==> src/rtl/pac_pkg.sv <==
package pac_pkg;
  typedef enum logic [1:0] {
    ST_IDLE  = 2'd0,
    ST_PROBE = 2'd1,
    ST_FILL  = 2'd2
  } pac_state_e;
endpackage

==> src/rtl/pac_array.sv <==
module pac_array #(
  parameter int LINES  = 16,
  parameter int TAG_W  = 14,
  parameter int DATA_W = 32,
  localparam int IDX_W = $clog2(LINES)
) (
  input  logic              clk,
  input  logic              rst_n,
  input  logic [IDX_W-1:0]  rd_idx,
  output logic              rd_valid,
  output logic [TAG_W-1:0]  rd_tag,
  output logic [DATA_W-1:0] rd_data,
  input  logic              wr_en,
  input  logic [IDX_W-1:0]  wr_idx,
  input  logic [TAG_W-1:0]  wr_tag,
  input  logic [DATA_W-1:0] wr_data
);
  logic [LINES-1:0]  vld_q, vld_d;
  logic [TAG_W-1:0]  tag_q  [LINES];
  logic [DATA_W-1:0] data_q [LINES];

  always_comb begin
    vld_d = vld_q;
    if (wr_en) vld_d[wr_idx] = 1'b1;
  end

  always_ff @(posedge clk or negedge rst_n) begin
    if (!rst_n) vld_q <= '0;
    else        vld_q <= vld_d;
  end

  always_ff @(posedge clk) begin
    if (wr_en) begin
      tag_q[wr_idx]  <= wr_tag;
      data_q[wr_idx] <= wr_data;
    end
  end

  assign rd_valid = vld_q[rd_idx];
  assign rd_tag   = tag_q[rd_idx];
  assign rd_data  = data_q[rd_idx];

  // a written slot must read back as valid afterwards
  p_write_valid_r5: assert property (@(posedge clk) disable iff (!rst_n)
    wr_en |=> vld_q[$past(wr_idx)]);
endmodule

==> src/rtl/pac_ctrl.sv <==
module pac_ctrl
  import pac_pkg::*;
#(
  parameter int ADDR_W = 16,
  parameter int DATA_W = 32,
  parameter int WAYS   = 4,
  parameter int SETS   = 4,
  localparam int SET_W = $clog2(SETS),
  localparam int WAY_W = $clog2(WAYS),
  localparam int IDX_W = SET_W + WAY_W,
  localparam int TAG_W = ADDR_W - SET_W
) (
  input  logic              clk,
  input  logic              rst_n,
  input  logic              req_valid,
  input  logic [ADDR_W-1:0] req_addr,
  output logic              req_ready,
  output logic              rsp_valid,
  output logic [DATA_W-1:0] rsp_data,
  output logic              rsp_hit,
  output logic [WAY_W-1:0]  rsp_way,
  output logic [WAY_W:0]    rsp_probes,
  output logic              fill_req_valid,
  output logic [ADDR_W-1:0] fill_req_addr,
  input  logic              fill_rsp_valid,
  input  logic [DATA_W-1:0] fill_rsp_data,
  output logic [IDX_W-1:0]  rd_idx,
  input  logic              rd_valid,
  input  logic [TAG_W-1:0]  rd_tag,
  input  logic [DATA_W-1:0] rd_data,
  output logic              wr_en,
  output logic [IDX_W-1:0]  wr_idx,
  output logic [TAG_W-1:0]  wr_tag,
  output logic [DATA_W-1:0] wr_data
);
  pac_state_e        state_q, state_d;
  logic [ADDR_W-1:0] addr_q, addr_d;
  logic [WAY_W-1:0]  way_q, way_d;
  logic              vic_found_q, vic_found_d;
  logic [WAY_W-1:0]  vic_way_q, vic_way_d;
  logic              rsp_valid_q, rsp_valid_d;
  logic              rsp_hit_q, rsp_hit_d;
  logic [WAY_W-1:0]  rsp_way_q, rsp_way_d;
  logic [WAY_W:0]    rsp_probes_q, rsp_probes_d;
  logic [DATA_W-1:0] rsp_data_q, rsp_data_d;
  logic              rsp_load;

  logic [SET_W-1:0]  set_idx;
  logic [TAG_W-1:0]  cur_tag;
  logic              probe_hit;
  logic              last_way;

  assign set_idx   = addr_q[SET_W-1:0];
  assign cur_tag   = addr_q[ADDR_W-1:SET_W];
  assign rd_idx    = {way_q, set_idx};
  assign probe_hit = (state_q == ST_PROBE) && rd_valid && (rd_tag == cur_tag);
  assign last_way  = (way_q == WAY_W'(WAYS - 1));

  always_comb begin
    state_d      = state_q;
    addr_d       = addr_q;
    way_d        = way_q;
    vic_found_d  = vic_found_q;
    vic_way_d    = vic_way_q;
    rsp_valid_d  = 1'b0;
    rsp_hit_d    = rsp_hit_q;
    rsp_way_d    = rsp_way_q;
    rsp_probes_d = rsp_probes_q;
    rsp_data_d   = rsp_data_q;
    rsp_load     = 1'b0;
    unique case (state_q)
      ST_IDLE: begin
        if (req_valid) begin
          addr_d      = req_addr;
          way_d       = '0;
          vic_found_d = 1'b0;
          vic_way_d   = '0;
          state_d     = ST_PROBE;
        end
      end
      ST_PROBE: begin
        if (probe_hit) begin
          rsp_valid_d  = 1'b1;
          rsp_load     = 1'b1;
          rsp_data_d   = rd_data;
          rsp_hit_d    = 1'b1;
          rsp_way_d    = way_q;
          rsp_probes_d = {1'b0, way_q} + 1'b1;
          state_d      = ST_IDLE;
        end else begin
          if (!rd_valid && !vic_found_q) begin
            vic_found_d = 1'b1;
            vic_way_d   = way_q;
          end
          if (last_way) state_d = ST_FILL;
          else          way_d   = way_q + 1'b1;
        end
      end
      ST_FILL: begin
        if (fill_rsp_valid) begin
          rsp_valid_d  = 1'b1;
          rsp_load     = 1'b1;
          rsp_data_d   = fill_rsp_data;
          rsp_hit_d    = 1'b0;
          rsp_way_d    = vic_way_q;
          rsp_probes_d = (WAY_W+1)'(WAYS);
          state_d      = ST_IDLE;
        end
      end
      default: state_d = ST_IDLE;
    endcase
  end

  always_ff @(posedge clk or negedge rst_n) begin
    if (!rst_n) begin
      state_q      <= ST_IDLE;
      way_q        <= '0;
      vic_found_q  <= 1'b0;
      vic_way_q    <= '0;
      rsp_valid_q  <= 1'b0;
      rsp_hit_q    <= 1'b0;
      rsp_way_q    <= '0;
      rsp_probes_q <= '0;
    end else begin
      state_q      <= state_d;
      way_q        <= way_d;
      vic_found_q  <= vic_found_d;
      vic_way_q    <= vic_way_d;
      rsp_valid_q  <= rsp_valid_d;
      rsp_hit_q    <= rsp_hit_d;
      rsp_way_q    <= rsp_way_d;
      rsp_probes_q <= rsp_probes_d;
    end
  end

  always_ff @(posedge clk) begin
    if (state_q == ST_IDLE) addr_q <= addr_d;
    if (rsp_load)           rsp_data_q <= rsp_data_d;
  end

  assign req_ready      = (state_q == ST_IDLE);
  assign fill_req_valid = (state_q == ST_FILL);
  assign fill_req_addr  = addr_q;
  assign wr_en          = (state_q == ST_FILL) && fill_rsp_valid;
  assign wr_idx         = {vic_way_q, set_idx};
  assign wr_tag         = cur_tag;
  assign wr_data        = fill_rsp_data;
  assign rsp_valid      = rsp_valid_q;
  assign rsp_data       = rsp_data_q;
  assign rsp_hit        = rsp_hit_q;
  assign rsp_way        = rsp_way_q;
  assign rsp_probes     = rsp_probes_q;

  p_busy_after_accept_r7: assert property (@(posedge clk) disable iff (!rst_n)
    (req_valid && req_ready) |=> !req_ready);
  p_hit_probes_r3: assert property (@(posedge clk) disable iff (!rst_n)
    (rsp_valid && rsp_hit) |-> (rsp_probes == ({1'b0, rsp_way} + 1'b1)));
  p_fill_probes_r6: assert property (@(posedge clk) disable iff (!rst_n)
    (rsp_valid && !rsp_hit) |-> (rsp_probes == (WAY_W+1)'(WAYS)));
  p_single_pulse_r10: assert property (@(posedge clk) disable iff (!rst_n)
    rsp_valid |=> !rsp_valid);
  p_fill_hold_r4: assert property (@(posedge clk) disable iff (!rst_n)
    (fill_req_valid && !fill_rsp_valid) |=> (fill_req_valid && $stable(fill_req_addr)));
endmodule

==> src/rtl/pseudo_assoc_cache.sv <==
module pseudo_assoc_cache #(
  parameter int ADDR_W = 16,
  parameter int DATA_W = 32,
  parameter int LINES  = 16,
  parameter int WAYS   = 4
) (
  input  logic                     clk,
  input  logic                     rst_n,
  input  logic                     req_valid,
  input  logic [ADDR_W-1:0]        req_addr,
  output logic                     req_ready,
  output logic                     rsp_valid,
  output logic [DATA_W-1:0]        rsp_data,
  output logic                     rsp_hit,
  output logic [$clog2(WAYS)-1:0]  rsp_way,
  output logic [$clog2(WAYS):0]    rsp_probes,
  output logic                     fill_req_valid,
  output logic [ADDR_W-1:0]        fill_req_addr,
  input  logic                     fill_rsp_valid,
  input  logic [DATA_W-1:0]        fill_rsp_data
);
  localparam int SETS  = LINES / WAYS;
  localparam int SET_W = $clog2(SETS);
  localparam int WAY_W = $clog2(WAYS);
  localparam int IDX_W = SET_W + WAY_W;
  localparam int TAG_W = ADDR_W - SET_W;

  logic [IDX_W-1:0]  rd_idx, wr_idx;
  logic              rd_valid, wr_en;
  logic [TAG_W-1:0]  rd_tag, wr_tag;
  logic [DATA_W-1:0] rd_data, wr_data;

  pac_ctrl #(
    .ADDR_W(ADDR_W), .DATA_W(DATA_W), .WAYS(WAYS), .SETS(SETS)
  ) u_ctrl (
    .clk(clk), .rst_n(rst_n),
    .req_valid(req_valid), .req_addr(req_addr), .req_ready(req_ready),
    .rsp_valid(rsp_valid), .rsp_data(rsp_data), .rsp_hit(rsp_hit),
    .rsp_way(rsp_way), .rsp_probes(rsp_probes),
    .fill_req_valid(fill_req_valid), .fill_req_addr(fill_req_addr),
    .fill_rsp_valid(fill_rsp_valid), .fill_rsp_data(fill_rsp_data),
    .rd_idx(rd_idx), .rd_valid(rd_valid), .rd_tag(rd_tag), .rd_data(rd_data),
    .wr_en(wr_en), .wr_idx(wr_idx), .wr_tag(wr_tag), .wr_data(wr_data)
  );

  pac_array #(
    .LINES(LINES), .TAG_W(TAG_W), .DATA_W(DATA_W)
  ) u_array (
    .clk(clk), .rst_n(rst_n),
    .rd_idx(rd_idx), .rd_valid(rd_valid), .rd_tag(rd_tag), .rd_data(rd_data),
    .wr_en(wr_en), .wr_idx(wr_idx), .wr_tag(wr_tag), .wr_data(wr_data)
  );
endmodule

==> config.mk <==
export PLATFORM = sky130hd
export DESIGN_NAME = pseudo_assoc_cache
export DESIGN_NICKNAME = d
export VERILOG_FILES = /design/src/rtl/pac_pkg.sv /design/src/rtl/pac_array.sv /design/src/rtl/pac_ctrl.sv /design/src/rtl/pseudo_assoc_cache.sv
export SDC_FILE = /design/constraint.sdc
export NUM_CORES = 1
export LEC_CHECK = 0
export ABC_CLOCK_PERIOD_IN_PS = 8650
export CORE_UTILIZATION = 53
export DETAILED_ROUTE_END_ITERATION = 7
export GPL_TIMING_DRIVEN = 1
export PLACE_DENSITY = 0.71
export SYNTH_ARGS = -nofsm -noshare
export SYNTH_HDL_FRONTEND = slang
export SYNTH_SLANG_ARGS = --single-unit
export TNS_END_PERCENT = 20
==> constraint.sdc <==
create_clock -name clk -period 8.65 [get_ports clk]
set_clock_uncertainty 0.2 [all_clocks]
set_input_delay 1.2975 -clock clk [delete_from_list [all_inputs] [get_ports clk]]
set_output_delay 1.2975 -clock clk [all_outputs]
set_load 0.005 [all_outputs]
==> flow_summary_export.csv, run 1 <==
group,metric,value,unit
layout,instances_no_fill,2419,
placed_design,gp_congestion,0.790,
placed_design,dpl.cell_count,2276,
critical_path,cp-end-kind,"register",
yosys,synth_most_common_cell,"edfxtp_1",
power_and_ir_drop,ir_worst_vdd,0.151,mV
critical_path,reg2reg_slack,3.56,ns
grt,antenna_found_initial,1,
critical_path,ff2ff_path_depth,11,
sta,period_share,58.9,%
yosys,netlist.top_cell.by_area,"edfxtp_1",
floorplan,dieArea,0.0599,sq mm
clocking,root_buffer,"clkbuf_16",
floorplan,die_h,245,um
hold_path,hold_path.class,"register to register",
layout,final_area,0.0359,sq mm
clocking,clkTransAtPathRegs,0.06,ns
yosys,async_flop_share,3.69,%
floorplan,coreArea,0.0579,sq mm
power_and_ir_drop,seqPwrFrac,48.5,%
grt,grt_pass1_vias,15200,
placed_design,io_buffers,108,
drt,detail_route.first_pass.iterations,5,
run,drv_cap,0,
critical_path,arrival,5.18,ns
drt,vias,14800,
sta,setup_violations,0,
drt,vias_per_cell,6.13,
yosys,syn-num-nets,1500,
clocking,cts_resized,0,
clocking,clockBufferDepth,3,
floorplan,placement_rows,88,
yosys,synth_warnings,0,
clocking,cts_tree,"built",
critical_path,r2r-end,"u_ctrl.rsp_data[24]",
critical_path,endpoint,"u_ctrl.rsp_data[24]",
clocking,cts_made_buffers,80,
clocking,postCtsHoldBufs,0,
critical_path,cp_max_fo,162,
sta,max_freq,196,MHz
power_and_ir_drop,switchingPower,2.35,mW
drt,wirelength,66.3,mm
yosys,ys_seq_elements,814,
yosys,yosys.area.top_type_share,75.4,%
critical_path,reg2reg_from,"u_ctrl.fill_req_addr[1]",
drt,wl_per_cell,27.4,um
sta,tightest_slew,1.14,ns
grt,grt_pass1_wl,98.9,mm
yosys,synthFlopType,"edfxtp_1",
power_and_ir_drop,p_sw_share,24.7,%
drt,ant_nets,0,
run_status,outcome,"complete, no violations",
power_and_ir_drop,intPower,7.15,mW
drt,drc,0,
layout,utilization,61.9,%
yosys,seq_area_frac_synth,77.8,%
power_and_ir_drop,p_leak,11.6,nW
critical_path,path_class,"register to register",
yosys,netlist-cell-type-count,53,
power_and_ir_drop,p_total,9.50,mW
sta,rsz0062_at_grt,"no",
yosys,synth_cells,1444,
sta,worst_slack,3.56,ns
power_and_ir_drop,powerDensity,265,mW/mm^2
yosys,synth_area,0.0312,sq mm
sta,hold_viol,0,
clocking,h-tree-depth,3,
clocking,post_cts_buffers,0,
layout,fin_nets,1649,
sta,slew_headroom,23.2,%
sta,finalCriticalPeriod,5.09,ns
sta,slew_viol_final,0,
layout,area_delta_synth_final,14.9,%
clocking,clkLatencyLatePin,0.62,ns
yosys,ys_top_cells_by_count,"784 x edfxtp_1, 197 x mux4_2, 115 x nand2_1",
floorplan,fp.dieW,245,um
floorplan,initial_utilization,53.9,%
power_and_ir_drop,combPwrFrac,16.1,%
critical_path,crit_start,"u_ctrl.fill_req_addr[1]",
sta,whs,0.263,ns
clocking,cts_sinks,814,
critical_path,worstPathRequired,8.74,ns
yosys,synth_area_leaders,"edfxtp_1 75%, mux4_2 14%, dfrtp_1 2.4%",
layout,diodes,0,
yosys,synth_edf_count,784,
placed_design,dp_hpwl,35.9,mm
placed_design,placed_area,0.0333,sq mm
placed_design,pre_cts_slack,3.50,ns
grt,grtUsageTotal,22.8,%
drt,drtIter0Drc,1491,
grt,overflow,0,
sta,fin_setup_tns,0,ns
critical_path,critPathLaunchType,"register",
floorplan,io_pins,109,
layout,drive_gt1_share,23.2,%
grt,grt_max_degree,163,
yosys,synth.avg_cell_area,21.6,sq um
power_and_ir_drop,clockPowerShare,35.4,%
==> metal layers <==
metal,share of wire (%),track usage (%)
met1,42,33.3
met2,49,35.7
met3,7.2,3.67
met4,2.3,7.54
met5,0.015,0
==> worst min path at each step <==
stage,end,slack (ns),cells after the start,from
after floorplan,u_array.vld_q[10],0.23,1,u_array.vld_q[10]
after global placement,u_array.vld_q[14],0.25,1,u_array.vld_q[14]
after detailed placement,u_array.vld_q[4],0.25,1,u_array.vld_q[4]
after CTS,u_array.vld_q[4],0.27,1,u_array.vld_q[4]
final,u_array.vld_q[4],0.26,1,u_array.vld_q[4]
after global routing,u_array.vld_q[5],0.28,1,u_array.vld_q[5]
==> worst max-delay path, cell delays in order (launching register included) <==
cell and delay, ns:
edfxtp_1 0.92, buf_12 0.75, mux2i_1 0.17, mux4_2 0.50, o31ai_1 0.30, xor2_1 0.12
nor4_2 0.29, nand4_1 0.19, nor3_2 0.45, a21oi_1 0.16, nor3b_2 0.27, buf_4 0.32
==> layout make-up <==
type | instances | area (sq um)
fillers | 3996 | 22100
repair buffers | 141 | 1350
clock buffers | 103 | 2140
inverters | 13 | 48.8
flip-flops and latches | 814 | 24300
well taps | 765 | 957
multi-input cells | 543 | 6680
clock inverters | 40 | 379
==> kinds of logic after synthesis <==
group	count (synthesis)	synth area share, %
buffers and inverters	87	1.19
adders and majority gates	4	0.160
muxes	240	15.6
AOI/OAI and AO/OA	80	1.87
xor gates and xnor gates	12	0.337
DFF	814	77.8
and+or+nand+nor	207	3.00
==> cell usage in the layout, fill, tap and decap left out, types with 17 or more instances in the layout <==
| cell | synthesis | routed |
|---|---|---|
| dfrtp_1 | 30 | 29 |
| edfxtp_1 | 784 | 784 |
| nand2_1 | 115 | 115 |
| a21oi_1 | 18 | 18 |
| mux4_2 | 197 | 197 |
| mux2i_1 | 39 | 39 |
| clkbuf_16 | 0 | 82 |
| or2_2 | 17 | 17 |
| clkbuf_1 | 33 | 20 |
| buf_4 | 3 | 31 |
| clkdlybuf4s50_1 | 0 | 108 |
==> power groups by stage <==
| stage | Clock, mW | Combinational, mW | Sequential (mW) |
|---|---|---|---|
| detailed placement | 0 | 1.54 | 4.68 |
| global placement | 0 | 1.53 | 4.68 |
| CTS | 3.42 | 1.55 | 4.60 |
| finish | 3.37 | 1.53 | 4.60 |
| floorplan | 0 | 1.05 | 4.64 |
| global route | 3.57 | 1.65 | 4.61 |
==> registers in the layout (all words and copies together) (netlist names) <==
signal,flops
u_ctrl.rsp_valid,1
u_ctrl.fill_req_addr,16
u_array.data_q,512
u_ctrl.rsp_hit,1
u_array.tag_q,224
u_ctrl.way_q,2
u_ctrl.vic_way_q,2
u_ctrl.rsp_probes,3
u_ctrl.state_q,2
u_ctrl.vic_found_q,1
u_ctrl.rsp_way,2
u_array.vld_q,16
u_ctrl.rsp_data,32
(Power assumes the default switching activity.)
==> run 2, diff against run 1 <==
Settings changed: ABC_CLOCK_PERIOD_IN_PS 8650 to 4600, PLACE_DENSITY 0.71 to 0.73.
Clock period 8.65 ns to 4.6 ns, I/O delays scaled along.
==> run 2 against run 1 <==
Compared with the run above: global-route usage up 0.54 points; core utilization up 0.54 points; die area unchanged; hold slack got worse by 0.044 ns; sequential cell count is the same; register-to-register slack got worse by 3.1 ns; worst setup slack got worse by 3.1 ns; combinational power up 90%; count of clock-buffer cells in the layout grew 8; total power increased by 89%.
==> flow_summary_export.csv, run 2 (synthesis results as in run 1) <==
group,metric,value,unit
critical_path,path_class,"register to register",
clocking,postCtsHoldBufs,0,
clocking,cts_sinks,814,
layout,final_area,0.0362,sq mm
drt,drtIter0Drc,1635,
clocking,root_buffer,"clkbuf_16",
grt,top_usage_layer,"met2",
critical_path,worst-path-buf-inv,3,
grt,met2_usage,37.2,%
power_and_ir_drop,p_total,18.0,mW
grt,grt_pass1_wl,101,mm
layout,instances_no_fill,2450,
sta,setup_violations,0,
drt,wl_per_cell,27.7,um
layout,regMostFlops,"u_array.data_q",
critical_path,reg2reg_from,"u_ctrl.fill_req_addr[1]",
placed_design,placed_area,0.0336,sq mm
run_status,outcome,"complete, no violations",
power_and_ir_drop,p_leak,11.8,nW
grt,grt_use_met1,32.6,%
sta,whs,0.219,ns
clocking,h-tree-depth,3,
sta,fin_setup_tns,0,ns
drt,vias_per_cell,6.16,
critical_path,critPathLaunchType,"register",
clocking,clkLatencyLatePin,0.63,ns
critical_path,worstPathRequired,4.71,ns
critical_path,reg2reg_slack,0.45,ns
critical_path,cpMostUsedCell,"buf_12",
drt,detail_route.first_pass.iterations,7,
drt,vias,15100,
critical_path,max_stage_delay,0.89,ns
layout,final_common_cell,"edfxtp_1",
placed_design,io_buffers,108,
hold_path,hold_path.class,"input pin to asynchronous set/reset pin",
power_and_ir_drop,powerDensity,496,mW/mm^2
drt,ant_nets,0,
grt,overflow,0,
placed_design,dpl.cell_count,2305,
clocking,cts_resized,0,
critical_path,cp-end-kind,"register",
power_and_ir_drop,ir_worst_vdd,0.296,mV
floorplan,die_h,245,um
layout,fin_nets,1679,
grt,use_met3,4.56,%
critical_path,ff2ff_path_depth,12,
sta,tightest_slew,1.06,ns
floorplan,coreArea,0.0579,sq mm
clocking,post_cts_buffers,0,
floorplan,fp.dieW,245,um
run,drv_cap,0,
drt,drc,0,
sta,period_share,90.3,%
sta,rsz0062_at_grt,"no",
critical_path,slowest_stage,"edfxtp_1",
layout,area_delta_synth_final,15.9,%
clocking,clockBufferDepth,3,
placed_design,dp_hpwl,35.8,mm
floorplan,initial_utilization,53.9,%
layout,largest_register_ffs,512,
clocking,cts_tree,"built",
layout,diodes,0,
sta,slew_headroom,29.3,%
placed_design,gp_congestion,0.807,
sta,max_freq,241,MHz
floorplan,placement_rows,88,
layout,drive_gt1_share,24.3,%
layout,nFillCells,3930,
critical_path,crit_chain,"buf_12 > buf_4 > mux4_2 > a22oi_1 > nand2_1 > xnor2_1 > nand3_1 > a311o_1 > nor3_2 > a21oi_1 > nor3b_4 > buf_12",
drt,wirelength,67.8,mm
sta,finalCriticalPeriod,4.15,ns
floorplan,io_pins,109,
critical_path,arrival,4.26,ns
sta,slew_viol_final,0,
clocking,cts_made_buffers,81,
clocking,clkTransAtPathRegs,0.06,ns
critical_path,r2r-end,"u_ctrl.rsp_data[19]",
critical_path,critPathTopFamily,"flip-flops",
floorplan,dieArea,0.0599,sq mm
grt,grt_pass1_vias,15600,
grt,grtUsageTotal,23.3,%
grt,grt_max_degree,69,
critical_path,cp_max_fo,28,
sta,hold_viol,0,
grt,antenna_found_initial,1,
layout,mostFrequentLayoutCells,"784 x edfxtp_1, 197 x mux4_2, 115 x nand2_1, 108 x clkdlybuf4s50_1, 84 x clkbuf_16",
-- run 2: cell type report --
class                   instances  area (sq um)  share of cell area (%)
repair buffers                170          1630                    4.52
multi-input cells             543          6690                    18.5
flip-flops and latches        814         24300                    67.2
clock inverters                34           323                   0.893
inverters                      13          48.8                   0.135
clock buffers                 111          2220                    6.15
well taps                     765           957                    2.65
-- run 2: how the worst max path moves through the flow --
stage                     slack (ns)                    start                   to  cells after the start
after floorplan                 0.35  u_ctrl.fill_req_addr[0]   u_ctrl.rsp_data[0]                     11
after global placement          0.54  u_ctrl.fill_req_addr[1]   u_ctrl.rsp_data[6]                     11
after detailed placement        0.44  u_ctrl.fill_req_addr[1]   u_ctrl.rsp_data[6]                     11
after CTS                       0.42  u_ctrl.fill_req_addr[1]  u_ctrl.rsp_data[29]                     11
after global routing            0.20  u_ctrl.fill_req_addr[1]  u_ctrl.rsp_data[29]                     11
final                           0.45  u_ctrl.fill_req_addr[1]  u_ctrl.rsp_data[19]                     12
-- run 2: report_power, final --
| group | total (mW) | switching (mW) | leakage (nW) | internal [mW] |
|---|---|---|---|---|
| clock network | 6.35 | 2.64 | 1.24 | 3.71 |
| logic | 2.90 | 1.54 | 3.13 | 1.36 |
| registers | 8.71 | 0.265 | 7.44 | 8.45 |
| total | 18.0 | 4.44 | 11.8 | 13.5 |
-- run 2: layer usage --
layer / vias up / part of all wire (%)
li1: 6325 / -
met1: 7954 / 40
met2: 682 / 49
met3: 125 / 8.0
met4: 2 / 2.6
met5: - / 0.022
-- run 2: through the flow --
stage	setup WS, ns	utilization (%)
final	0.448	62.4
after global routing	0.203	62.4
after CTS	0.420	62.4
after detailed placement	0.437	58.0
after global placement	0.536	58.0
after floorplan	0.349	-
==> run 3, diff against run 2 <==
Settings changed: REMOVE_ABC_BUFFERS from default to 1.
==> run 3 against run 2 <==
Compared with the run above: sequential power about the same; first-iteration DRC count shrank 0.86%; critical path depth decreased by 8; sequential share of layout area shrank 0.44 points; worst setup slack got worse by 0.0023 ns; core utilization up 0.41 points; register-to-register slack gained 0.16 ns; count of clock-buffer cells in the layout did not move; via count up 0.68%; largest cell class unchanged; largest power group unchanged; highest routed layer is now met4.
==> flow_summary_export.csv, run 3 (synthesis results as in run 1) <==
group,metric,value,unit
run_status,outcome,"complete, no violations",
drt,drtIter0Drc,1621,
layout,multi_input_area,0.00668,sq mm
power_and_ir_drop,powerDensity,504,mW/mm^2
clocking,clockBufferDepth,3,
grt,grtUsageTotal,23.9,%
critical_path,slowest_stage,"buf_4",
layout,final_area,0.0364,sq mm
sta,rsz0062_at_grt,"no",
critical_path,cpMostUsedCell,"buf_4",
floorplan,coreArea,0.0579,sq mm
layout,regMostFlops,"u_array.data_q",
critical_path,critPathLaunchType,"register",
power_and_ir_drop,p_sw_share,24.2,%
critical_path,critPathTopFamily,"buffers and inverters",
layout,diodes,0,
critical_path,worstPathRequired,3.71,ns
placed_design,gp_congestion,0.849,
grt,grt_pass1_wl,103,mm
power_and_ir_drop,p_leak,11.9,nW
sta,setup_violations,0,
floorplan,dieArea,0.0599,sq mm
sta,slew_headroom,31.1,%
floorplan,io_pins,109,
floorplan,die_h,245,um
power_and_ir_drop,intPower,13.9,mW
floorplan,initial_utilization,53.9,%
power_and_ir_drop,combPwrFrac,15.7,%
grt,antenna_found_initial,0,
layout,register_area,0.0243,sq mm
drt,vias_per_cell,6.20,
sta,hold_viol,0,
floorplan,placement_rows,88,
layout,final_common_cell,"edfxtp_1",
layout,utilization,62.9,%
grt,overflow,0,
critical_path,worst-path-buf-inv,4,
placed_design,io_buffers,108,
hold_path,hold_path.class,"input pin to asynchronous set/reset pin",
sta,period_share,90.3,%
critical_path,arrival,3.26,ns
drt,detail_route.first_pass.iterations,5,
floorplan,fp.dieW,245,um
clocking,clkLatencyLatePin,0.63,ns
sta,max_freq,241,MHz
clocking,postCtsHoldBufs,0,
sta,slew_viol_final,0,
layout,largest_register_ffs,512,
clocking,post_cts_buffers,0,
critical_path,path_class,"register to primary output",
critical_path,crit_chain,"buf_12 > buf_4 > buf_4 > clkdlybuf4s50_1",
clocking,cts_resized,0,
critical_path,max_stage_delay,0.72,ns
placed_design,placed_area,0.0337,sq mm
drt,wirelength,69.2,mm
power_and_ir_drop,clockPowerShare,37.0,%
grt,grt_max_degree,71,
clocking,cts_sinks,814,
layout,fin_nets,1678,
critical_path,cp-end-kind,"primary output",
power_and_ir_drop,switchingPower,4.45,mW
clocking,clkTransAtPathRegs,0.06,ns
clocking,cts_made_buffers,81,
critical_path,cp_max_fo,70,
grt,grt_pass1_vias,15800,
sta,tightest_slew,1.03,ns
power_and_ir_drop,seqPwrFrac,47.3,%
layout,area_delta_synth_final,16.6,%
clocking,h-tree-depth,3,
sta,finalCriticalPeriod,4.15,ns
layout,mostFrequentLayoutCells,"784 x edfxtp_1, 197 x mux4_2, 115 x nand2_1, 108 x clkdlybuf4s50_1, 85 x clkbuf_16",
placed_design,dp_hpwl,36.9,mm
drt,drc,0,
drt,wl_per_cell,28.2,um
clocking,cts_tree,"built",
drt,ant_nets,0,
clocking,root_buffer,"clkbuf_16",
layout,nFillCells,3879,
drt,vias,15200,
power_and_ir_drop,ir_worst_vdd,0.388,mV
run,drv_cap,0,
layout,drive_gt1_share,24.9,%
-- run 3: cell types whose count changed in the layout (fill, tap and decap cells not counted), sizes merged --
| cell | previous run | this run |
|---|---|---|
| inv | 13 | 14 |
| clkinvlp | 2 | 1 |
| buf | 62 | 61 |
| clkinv | 26 | 22 |
| bufinv | 6 | 12 |
-- run 3: final timing paths --
| check | startpoint | to | slack (ns) | cells past startpoint |
|---|---|---|---|---|
| max in group asynchronous | rst_n | u_ctrl.way_q[0] | 3.61 | 2 |
| worst min register to register | u_array.vld_q[13] | u_array.vld_q[13] | 0.27 | 1 |
| min in group clk | u_array.vld_q[13] | u_array.vld_q[13] | 0.27 | 1 |
| worst max-delay path | u_ctrl.fill_req_addr[1] | fill_req_addr[1] | 0.45 | 4 |
| worst min-delay path | rst_n | u_ctrl.rsp_probes[2] | 0.27 | 2 |
| worst max register to register | u_ctrl.fill_req_addr[0] | u_ctrl.rsp_data[27] | 0.61 | 10 |
-- run 3: power groups by stage --
stage / Clock (mW) / Sequential [mW] / Combinational [mW]
2_1_floorplan: 0 / 9.01 / 1.96
3_3_place_gp: 0 / 8.82 / 2.84
3_5_place_dp: 0 / 8.83 / 2.88
4_1_cts: 6.90 / 8.68 / 2.91
5_1_grt: 7.16 / 8.70 / 3.10
6_report: 6.79 / 8.68 / 2.88
-- run 3: area by class of cell --
| type | instances | area share, % |
|---|---|---|
| Clock buffer | 111 | 6.22 |
| Timing Repair Buffer | 169 | 4.61 |
| Tap cell | 765 | 2.63 |
| Inverter | 13 | 0.134 |
| Clock inverter | 36 | 1.33 |
| Multi-Input combinational cell | 543 | 18.3 |
| Sequential cell | 814 | 66.7 |
-- run 3: metrics by stage --
step | setup TNS (ns) | setup WS, ns | hold slack, ns | cells | total power [mW]
detailed placement | 0 | 0.650 | 0.251 | 2304 | 11.7
global route | 0 | 0.287 | 0.277 | 2451 | 19.0
floorplan | -4051.99 | -7.54 | 0.194 | 1370 | 11.0
finish | 0 | 0.445 | 0.267 | 2451 | 18.4
CTS | 0 | 0.369 | 0.261 | 2451 | 18.5
global placement | 0 | 0.681 | 0.246 | 2304 | 11.7
-- run 3: metal layers --
layer / GRT usage, % / wire (um) / up-vias
li1: - / - / 6324
met5: 0 / 0 / -
met2: 38.3 / 34200 / 714
met1: 33.9 / 28100 / 8028
met3: 4.38 / 5220 / 124
met4: 6.88 / 1680 / 0
